**config.mk**
```make
export PLATFORM = sky130hd
export DESIGN_NAME = usb_ep_gate
export DESIGN_NICKNAME = d
export VERILOG_FILES = /design/src/rtl/usb_ep_gate_pkg.sv /design/src/rtl/usb_ep_gate_word.sv /design/src/rtl/usb_ep_gate_slot.sv /design/src/rtl/usb_ep_gate.sv
export SDC_FILE = /design/constraint.sdc
export NUM_CORES = 1
export LEC_CHECK = 0
export ABC_AREA = 1
export CORE_MARGIN = 4
export CORE_UTILIZATION = 23
export CTS_CLUSTER_DIAMETER = 120
export DETAILED_ROUTE_END_ITERATION = 7
export PLACE_DENSITY = 0.47
export SYNTH_ARGS = -nofsm -noshare
export SYNTH_HDL_FRONTEND = slang
export SYNTH_SLANG_ARGS = --single-unit
```
**constraint.sdc**
```tcl
create_clock -name clk -period 1.5 [get_ports clk]
set_clock_uncertainty 0.2 [all_clocks]
set_input_delay 0.3 -clock clk [delete_from_list [all_inputs] [get_ports clk]]
set_output_delay 0.3 -clock clk [all_outputs]
set_load 0.05 [all_outputs]
```
**src/rtl/usb_ep_gate_pkg.sv**
```systemverilog
package usb_ep_gate_pkg;
  localparam int KEEP_W = 9;              // allocation, banks, size, direction, type
  localparam int OPT_W  = 2;              // option bits cleared with the endpoint
  localparam int CFG_W  = KEEP_W + OPT_W;
  localparam int FLAG_W = 4;              // status and mask width
  localparam int TOG_W  = 2;
  localparam int WORD_W = 32;

  typedef struct packed {
    logic [OPT_W-1:0]  opt;
    logic [KEEP_W-1:0] keep;
  } ep_cfg_t;
endpackage

```
**src/rtl/usb_ep_gate_word.sv**
```systemverilog
module usb_ep_gate_word
  import usb_ep_gate_pkg::*;
#(
  parameter int NUM_EP    = 10,
  parameter int ADDR_W    = 8,
  parameter int CTRL_ADDR = 'h1C,
  parameter int RST_LSB   = 16
) (
  input  logic              clk,
  input  logic              rst_n,
  input  logic              wr,
  input  logic              rd,
  input  logic [ADDR_W-1:0] addr,
  input  logic [WORD_W-1:0] wdata,
  input  logic              bus_reset,
  output logic [NUM_EP-1:0] en,
  output logic [NUM_EP-1:0] rstb,
  output logic [WORD_W-1:0] rdata
);
  localparam logic [WORD_W-1:0] EN_MASK  = WORD_W'((64'd1 << NUM_EP) - 64'd1);
  localparam logic [WORD_W-1:0] RST_MASK = EN_MASK << RST_LSB;
  localparam logic [WORD_W-1:0] VALID    = EN_MASK | RST_MASK;

  logic [WORD_W-1:0] word_q;
  logic              hit;

  assign hit = (addr == ADDR_W'(CTRL_ADDR));

  always_ff @(posedge clk) begin
    if (!rst_n) begin
      word_q <= '0;
    end else if (bus_reset) begin
      if (wr && hit) word_q <= wdata & EN_MASK;
      else           word_q <= word_q & ~RST_MASK;
    end else if (wr && hit) begin
      word_q <= wdata & VALID;
    end
  end

  always_ff @(posedge clk) begin
    if (!rst_n)          rdata <= '0;
    else if (rd && hit)  rdata <= word_q;
    else                 rdata <= '0;
  end

  assign en   = word_q[NUM_EP-1:0];
  assign rstb = word_q[RST_LSB +: NUM_EP];
endmodule

```
**src/rtl/usb_ep_gate_slot.sv**
```systemverilog
module usb_ep_gate_slot
  import usb_ep_gate_pkg::*;
#(
  parameter int CNT_W = 11
) (
  input  logic              clk,
  input  logic              rst_n,
  input  logic              en,
  input  logic              rstb,
  input  logic              push_valid,
  output logic              push_ready,
  input  logic              tog_clr,
  input  logic              tog_adv,
  input  logic              cfg_wr,
  input  ep_cfg_t           cfg_wdata,
  input  logic              mask_wr,
  input  logic [FLAG_W-1:0] mask_wdata,
  input  logic              stat_set,
  input  logic [FLAG_W-1:0] stat_bits,
  output logic [CNT_W-1:0]  cnt,
  output logic [TOG_W-1:0]  tog,
  output ep_cfg_t           cfg,
  output logic [FLAG_W-1:0] stat,
  output logic [FLAG_W-1:0] mask
);
  localparam logic [CNT_W-1:0] CNT_MAX = '1;

  logic live;
  assign live       = en & ~rstb;
  assign push_ready = live && (cnt != CNT_MAX);

  // FIFO byte counter
  always_ff @(posedge clk) begin
    if (!rst_n || !live)              cnt <= '0;
    else if (push_valid && push_ready) cnt <= cnt + 1'b1;
  end

  // data toggle: only the explicit clear resets it
  always_ff @(posedge clk) begin
    if (!rst_n || tog_clr)    tog <= '0;
    else if (tog_adv && live) tog <= tog + 1'b1;
  end

  // kept configuration fields survive disable and endpoint reset
  always_ff @(posedge clk) begin
    if (!rst_n)      cfg.keep <= '0;
    else if (cfg_wr) cfg.keep <= cfg_wdata.keep;
  end

  always_ff @(posedge clk) begin
    if (!rst_n || !live) begin
      cfg.opt <= '0;
      stat    <= '0;
      mask    <= '0;
    end else begin
      if (cfg_wr)   cfg.opt <= cfg_wdata.opt;
      if (stat_set) stat    <= stat | stat_bits;
      if (mask_wr)  mask    <= mask_wdata;
    end
  end
endmodule

```
**src/rtl/usb_ep_gate.sv**
```systemverilog
module usb_ep_gate
  import usb_ep_gate_pkg::*;
#(
  parameter int NUM_EP    = 10,
  parameter int CNT_W     = 11,
  parameter int ADDR_W    = 8,
  parameter int CTRL_ADDR = 'h1C,
  parameter int RST_LSB   = 16
) (
  input  logic                     clk,
  input  logic                     rst_n,
  input  logic                     reg_wr,
  input  logic                     reg_rd,
  input  logic [ADDR_W-1:0]        reg_addr,
  input  logic [WORD_W-1:0]        reg_wdata,
  output logic [WORD_W-1:0]        reg_rdata,
  input  logic                     bus_reset,
  input  logic [NUM_EP-1:0]        tog_clr,
  input  logic [NUM_EP-1:0]        tog_adv,
  input  logic [NUM_EP-1:0]        push_valid,
  output logic [NUM_EP-1:0]        push_ready,
  input  logic [NUM_EP-1:0]        cfg_wr,
  input  logic [CFG_W-1:0]         cfg_wdata,
  input  logic [NUM_EP-1:0]        mask_wr,
  input  logic [FLAG_W-1:0]        mask_wdata,
  input  logic [NUM_EP-1:0]        stat_set,
  input  logic [FLAG_W-1:0]        stat_bits,
  output logic [NUM_EP-1:0]        ep_active,
  output logic [NUM_EP-1:0]        ep_reset,
  output logic [NUM_EP*CNT_W-1:0]  ep_cnt,
  output logic [NUM_EP*TOG_W-1:0]  ep_tog,
  output logic [NUM_EP*CFG_W-1:0]  ep_cfg,
  output logic [NUM_EP*FLAG_W-1:0] ep_stat,
  output logic [NUM_EP*FLAG_W-1:0] ep_mask
);
  logic [NUM_EP-1:0] en;
  logic [NUM_EP-1:0] rstb;
  ep_cfg_t           cfg_in;

  assign cfg_in = ep_cfg_t'(cfg_wdata);

  usb_ep_gate_word #(
    .NUM_EP(NUM_EP), .ADDR_W(ADDR_W), .CTRL_ADDR(CTRL_ADDR), .RST_LSB(RST_LSB)
  ) u_word (
    .clk(clk), .rst_n(rst_n), .wr(reg_wr), .rd(reg_rd), .addr(reg_addr),
    .wdata(reg_wdata), .bus_reset(bus_reset), .en(en), .rstb(rstb),
    .rdata(reg_rdata)
  );

  for (genvar i = 0; i < NUM_EP; i++) begin : g_ep
    ep_cfg_t cfg_q;

    usb_ep_gate_slot #(.CNT_W(CNT_W)) u_slot (
      .clk(clk), .rst_n(rst_n), .en(en[i]), .rstb(rstb[i]),
      .push_valid(push_valid[i]), .push_ready(push_ready[i]),
      .tog_clr(tog_clr[i]), .tog_adv(tog_adv[i]),
      .cfg_wr(cfg_wr[i]), .cfg_wdata(cfg_in),
      .mask_wr(mask_wr[i]), .mask_wdata(mask_wdata),
      .stat_set(stat_set[i]), .stat_bits(stat_bits),
      .cnt(ep_cnt[i*CNT_W +: CNT_W]), .tog(ep_tog[i*TOG_W +: TOG_W]),
      .cfg(cfg_q), .stat(ep_stat[i*FLAG_W +: FLAG_W]),
      .mask(ep_mask[i*FLAG_W +: FLAG_W])
    );

    assign ep_cfg[i*CFG_W +: CFG_W] = cfg_q;
  end

  assign ep_active = en;
  assign ep_reset  = rstb;
endmodule

```
==> results.toml, run 1 <==
[status]
outcome = "finished, violations left"
violations = "setup timing"

[placement]
gp_congestion = 0.866
dp.cells = 3641
dp_hpwl_um = 49900
pre_cts_ws_ns = -0.477
portBuffers = 481

[routing]
route.vias.total = 16800
routed_wl_um = 67300
postRouteAntennaNets = 0
avgViaCountPerCell = 4.32
first_iter_violations = 876
drc = 0
drt_first_pass_iters = 6
routedWlPerCell_um = 17.3

[setup_path]
critical_path_class = "reg -> out"
required_ns = 1.00
r2r_cells = 11
cp.arrival_ns = 1.63
crit_fanout = 3
end_kind = "primary output"
worst_setup_path_start_kind = "flip-flop"

[global_routing]
grt.total_usage_pct = 17.6
antenna_found_initial = 2
grt_pass1_wl_um = 97400
grt-ovfl-total = 0
grt_max_degree = 56
grt_pass1_vias = 16400

[floorplanning]
start_util_pct = 23.3
fp.dieH_um = 267
rows = 94
core_mm2 = 0.0661
ios = 506
die_area_mm2 = 0.0713
die_w_um = 267

[yosys]
synth-simple-area-share_pct = 31.3
synth.avg_cell_area_um2 = 7.28
synth.top_cell.area_share_pct = 46.7
synth_edf_count = 0
synthArstFlopShare_pct = 0
ys_warn_count = 0
synth_fa_ha_area_share_pct = 0.811
synth_mux_area_share_pct = 0
synthTopCellsByArea = "dfxtp_1 (47%), nor2_1 (11%), nand2_1 (10%), a21oi_1 (5.3%), inv_1 (4.6%)"
yosys-top-cells-count = "nor2_1 (457), nand2_1 (416), dfxtp_1 (360)"
synth_top_family_by_area = "simple AND/OR/NAND/NOR gates"
yosysSeqAreaShare_pct = 46.7
ys_seq_elements = 360
synth.largest_area_cell = "dfxtp_1"
syn_inst = 2119
synth_xor_area_share_pct = 1.02
synth_compound_area_share_pct = 10.4
synth_area_mm2 = 0.0154
yosysMostFrequentCell = "nor2_1"
yosysUniqueCellTypes = 42
synthFlopType = "dfxtp_1"

[sta]
final_hold_viol_count = 0
drv_slew = 0
fmax_mhz = 470
setup_tns_ns = -46.55
fin_crit_ns = 2.13
fin_crit_sh_pct = 142
rsz0062_at_grt = "true"
finalSetupViolations = 455
fin_ws_ns = -0.629

[clock_network]
h-tree-depth = 2
holdBufCountCts = 0
numClockSinks = 360
clk_pin_slew_ns = 0.06
cts_root_buffer = "clkbuf_16"
cts_buffer_depth = 3
numCtsBuffers = 45
cts_tree = "done"
clock_latency_ns = 0.57

[power_and_ir_drop]
combPwrFrac_pct = 11.2
p_seq_share_pct = 42.1
peakVddDrop_uv = 896
power.total_mw = 23.3
p_leak_nw = 12.9
p_switching_mw = 5.96
power.density_mw_per_mm2 = 729
p_sw_share_pct = 25.5
power_frac_clock_pct = 46.8
intPower_mw = 17.4

[final_layout]
syn_to_final_growth_pct = 108
nets = 3119
fin_cells = 3884
drive_above_1_share_pct = 51.5
fill_cells = 6097

[worst_hold_path]
worstHoldPathType = "in -> reg"
min_path_cells = 4

[flow_run]
drv_cap = 0
per-stage QoR:
step           hold slack, ns  instance area (um^2)  utilization [%]
2_1_floorplan           0.235                 16100                -
3_3_place_gp            0.258                 27400             41.4
3_5_place_dp            0.263                 27400             41.4
4_1_cts                0.0663                 30700             46.4
5_1_grt                0.0933                 32000             48.5
6_report               0.0873                 32000             48.5
power groups by stage:
stage          sequential, mW  clock [mW]  combinational, mW
2_1_floorplan            10.5           0              0.570
3_3_place_gp             10.1           0               2.57
3_5_place_dp             10.1           0               2.58
4_1_cts                  9.85        11.3               2.62
5_1_grt                  9.83        11.7               2.74
6_report                 9.82        10.9               2.61
flip-flops by register name, summed over array words and instances (netlist names):
name              flops
g_ep.u_slot.cnt     110
g_ep.u_slot.stat     40
g_ep.u_slot.mask     40
g_ep.u_slot.cfg     110
u_word.word_q        20
g_ep.u_slot.tog      20
u_word.rdata         20
per-layer routing:
| metal | wire (um) | GRT usage (%) | vias to the layer above |
|---|---|---|---|
| met5 | 8 | 0 | - |
| met2 | 33900 | 31.5 | 451 |
| met3 | 5430 | 6.13 | 92 |
| li1 | - | - | 8377 |
| met4 | 1710 | 4.70 | 2 |
| met1 | 26200 | 19.9 | 7869 |
repair_timing:
item	4_1_cts	5_1_grt
gates cloned	5	0
endpoints found under the setup margin	490	519
gates resized for setup	478	296
setup buffers	101	140
pin swaps	55	95
final cells by class:
class | instances | area, um^2 | share of cell area, %
repair buffers | 917 | 12800 | 39.9
inverters | 219 | 860 | 2.68
clock inverters | 12 | 96.3 | 0.301
well taps | 864 | 1080 | 3.37
multi-input cells | 1442 | 7970 | 24.9
diodes | 1 | 2.50 | 0.00781
flip-flops and latches | 360 | 7840 | 24.5
clock buffers | 69 | 1390 | 4.35
logic make-up (layout without fill, tap and decap cells):
logic type | after synthesis | in the layout
AND/OR/NAND/NOR | 1090 | 1095
flip-flops | 360 | 360
buffers and inverters | 333 | 1217
AO/OA/AOI/OAI | 307 | 307
XOR/XNOR | 18 | 18
adder cells (fa/ha/maj) | 10 | 10
other | 1 | 13
cells in the final DEF, fill, tap and decap left out, types with 26 or more instances in the layout:
master	count
nor2_1	415
nor2_2	26
nor2_4	39
nand3_4	32
nand3_1	48
nand3_2	28
nand2_1	357
nand2_2	52
dfxtp_4	73
buf_4	230
dfxtp_2	287
o21ai_0	101
buf_6	177
inv_1	180
clkbuf_16	50
a21oi_2	29
buf_12	396
clkdlybuf4s50_1	110
a21oi_1	142
worst max-delay path, stage by stage (launching register included):
cell and delay (ns):
dfxtp_4 0.36, ha_4 0.15, nand2_4 0.06, nor2_4 0.11
nand3_4 0.10, nand2_4 0.08, inv_2 0.05, buf_6 0.15
final timing paths:
path / from / to / slack (ns)
max: g_ep[6].u_slot.cnt[0] / push_ready[6] / -0.63
min: rst_n / u_word.word_q[0] / 0.09
max reg2reg: g_ep[7].u_slot.cnt[0] / g_ep[7].u_slot.cnt[4] / -0.22
min reg2reg: g_ep[9].u_slot.cnt[10] / g_ep[9].u_slot.cnt[10] / 0.28
No activity file was read; power rests on OpenSTA's default activity.
==> run 2: changes to the inputs <==
--- a/config.mk
+++ b/config.mk
@@ -11,6 +11,7 @@
 export CTS_CLUSTER_DIAMETER = 120
 export DETAILED_ROUTE_END_ITERATION = 7
 export PLACE_DENSITY = 0.47
+export SKIP_LAST_GASP = 1
 export SYNTH_ARGS = -nofsm -noshare
 export SYNTH_HDL_FRONTEND = slang
 export SYNTH_SLANG_ARGS = --single-unit
==> run 2 against run 1 <==
  * The run still ends with setup timing left
  * Global-route usage is essentially flat
  * Non-clock buffer count down 1
  * Critical endpoint is now push_ready[2]
  * Count of clock-buffer cells in the layout is the same
  * Worst setup slack got worse by 0.019 ns
  * Flip-flop and latch count unchanged
  * Register-to-register slack about the same
  * Sequential power barely moved
  * Highest routed layer unchanged
==> results.toml, run 2 (same netlist as run 1, synthesis figures left out) <==
[placement]
dp_hpwl_um = 49900
portBuffers = 481
gp_congestion = 0.866
place_area_mm2 = 0.0274

[flow_run]
drv_cap = 0

[routing]
drc = 0
drt_first_pass_iters = 5
avgViaCountPerCell = 4.33
routedWlPerCell_um = 17.3
first_iter_violations = 809
route.vias.total = 16800
postRouteAntennaNets = 0
routed_wl_um = 67300

[clock_network]
clk_pin_slew_ns = 0.05
cts_buffer_depth = 3
cts_root_buffer = "clkbuf_16"
numClockSinks = 360
cts_tree = "done"
numCtsBuffers = 45
clock_latency_ns = 0.57
h-tree-depth = 2
holdBufCountCts = 0

[global_routing]
antenna_found_initial = 2
grt-ovfl-total = 0
grt_pass1_vias = 16400
grt_max_degree = 56
grt_pass1_wl_um = 97400
grt.total_usage_pct = 17.6

[power_and_ir_drop]
combPwrFrac_pct = 11.2
p_seq_share_pct = 42.0
p_leak_nw = 13.0
power.total_mw = 23.4
peakVddDrop_uv = 896
p_switching_mw = 5.96
p_sw_share_pct = 25.5
power.density_mw_per_mm2 = 730
intPower_mw = 17.4
power_frac_clock_pct = 46.8

[setup_path]
cp_cell_sequence = "ha_4 > nand2_4 > nor2_4 > nand3_2 > nand2_2 > inv_4 > buf_12"
crit_family = "simple AND/OR/NAND/NOR gates"
r2r_cells = 11
critical_path_class = "reg -> out"
crit_fanout = 2
cp.arrival_ns = 1.65
max_stage_delay_ns = 0.36
crit_slowest_cell = "dfxtp_4"
crit_cells = 7
path_buf_inv = 2
required_ns = 1.00
worst_setup_path_start_kind = "flip-flop"
end_kind = "primary output"

[floorplanning]
fp.dieH_um = 267
core_mm2 = 0.0661
start_util_pct = 23.3
die_w_um = 267
die_area_mm2 = 0.0713
ios = 506
rows = 94

[final_layout]
top_regs = "g_ep.u_slot.cfg (110), g_ep.u_slot.cnt (110)"
fill_cells = 6113
fin_util_pct = 48.4
nets = 3118
drive_above_1_share_pct = 51.5
multi_input_area_mm2 = 0.00800
seq_area_mm2 = 0.00784
stdcell_area_mm2 = 0.0320
final_common_cell = "nor2_1"
syn_to_final_growth_pct = 108
final_cell_mix = "nor2_1 (417), buf_12 (396), nand2_1 (355), dfxtp_2 (289), buf_4 (239)"

[worst_hold_path]
min_path_cells = 4
worstHoldPathType = "in -> reg"

[sta]
drv_slew = 0
fin_ws_ns = -0.648
fin_crit_sh_pct = 143
finalSetupViolations = 457
fin_crit_ns = 2.15
rsz0062_at_grt = "true"
fmax_mhz = 466
setup_tns_ns = -47.50
hold_slack_ns = 0.0883
final_hold_viol_count = 0

[status]
outcome = "finished, violations left"
violations = "setup timing"
-- run 2: final cells by class --
cell class              count  area share (%)
diodes                      1         0.00782
clock inverters            12           0.301
inverters                 219            2.68
multi-input cells        1442            25.0
clock buffers              69            4.35
flip-flops and latches    360            24.5
well taps                 864            3.38
repair buffers            916            39.8
-- run 2: timing repair --
item                                    in CTS  in global routing
buffers inserted                           101                137
endpoints found under the setup margin     490                519
pin swaps                                   55                 98
cloned                                       5                  0
resized for setup                          464                297
-- run 2: final timing paths --
kind / slack [ns] / endpoint / start
worst max-delay path: -0.65 / push_ready[2] / g_ep[2].u_slot.cnt[0]
worst max register to register: -0.23 / g_ep[3].u_slot.cnt[9] / g_ep[3].u_slot.cnt[0]
worst min register to register: 0.28 / g_ep[9].u_slot.cnt[10] / g_ep[9].u_slot.cnt[10]
worst min-delay path: 0.09 / u_word.word_q[0] / rst_n
-- run 2: per-stage QoR --
step                      instances  worst slack (ns)
after global routing           3883            -0.717
after global placement         3641            -0.500
after CTS                      3814            -0.661
after floorplan                2130            -0.260
after detailed placement       3641            -0.477
final                          3883            -0.648
-- run 2: worst reg2reg max path, delay by kind of cell, from the launching register on --
kind | cells | cell delay [ns]
and+or+nand+nor | 7 | 0.55
buffers and inverters | 3 | 0.37
DFF | 1 | 0.35
adders and majority gates | 1 | 0.15
-- run 2: routing by layer --
layer / track usage, % / share of wire [%] / vias to the layer above / routed length [um]
met5: 0 / 0.012 / - / 8
li1: - / - / 8364 / -
met3: 6.13 / 8.1 / 98 / 5440
met2: 31.5 / 50 / 476 / 33900
met4: 4.70 / 2.7 / 2 / 1780
met1: 19.9 / 39 / 7884 / 26200
-- run 2: power groups by stage --
stage               clock, mW  sequential [mW]  combinational, mW
floorplan                   0             10.5              0.570
global placement            0             10.1               2.57
detailed placement          0             10.1               2.58
CTS                      11.3             9.85               2.62
global route             11.7             9.83               2.74
finish                   10.9             9.82               2.61
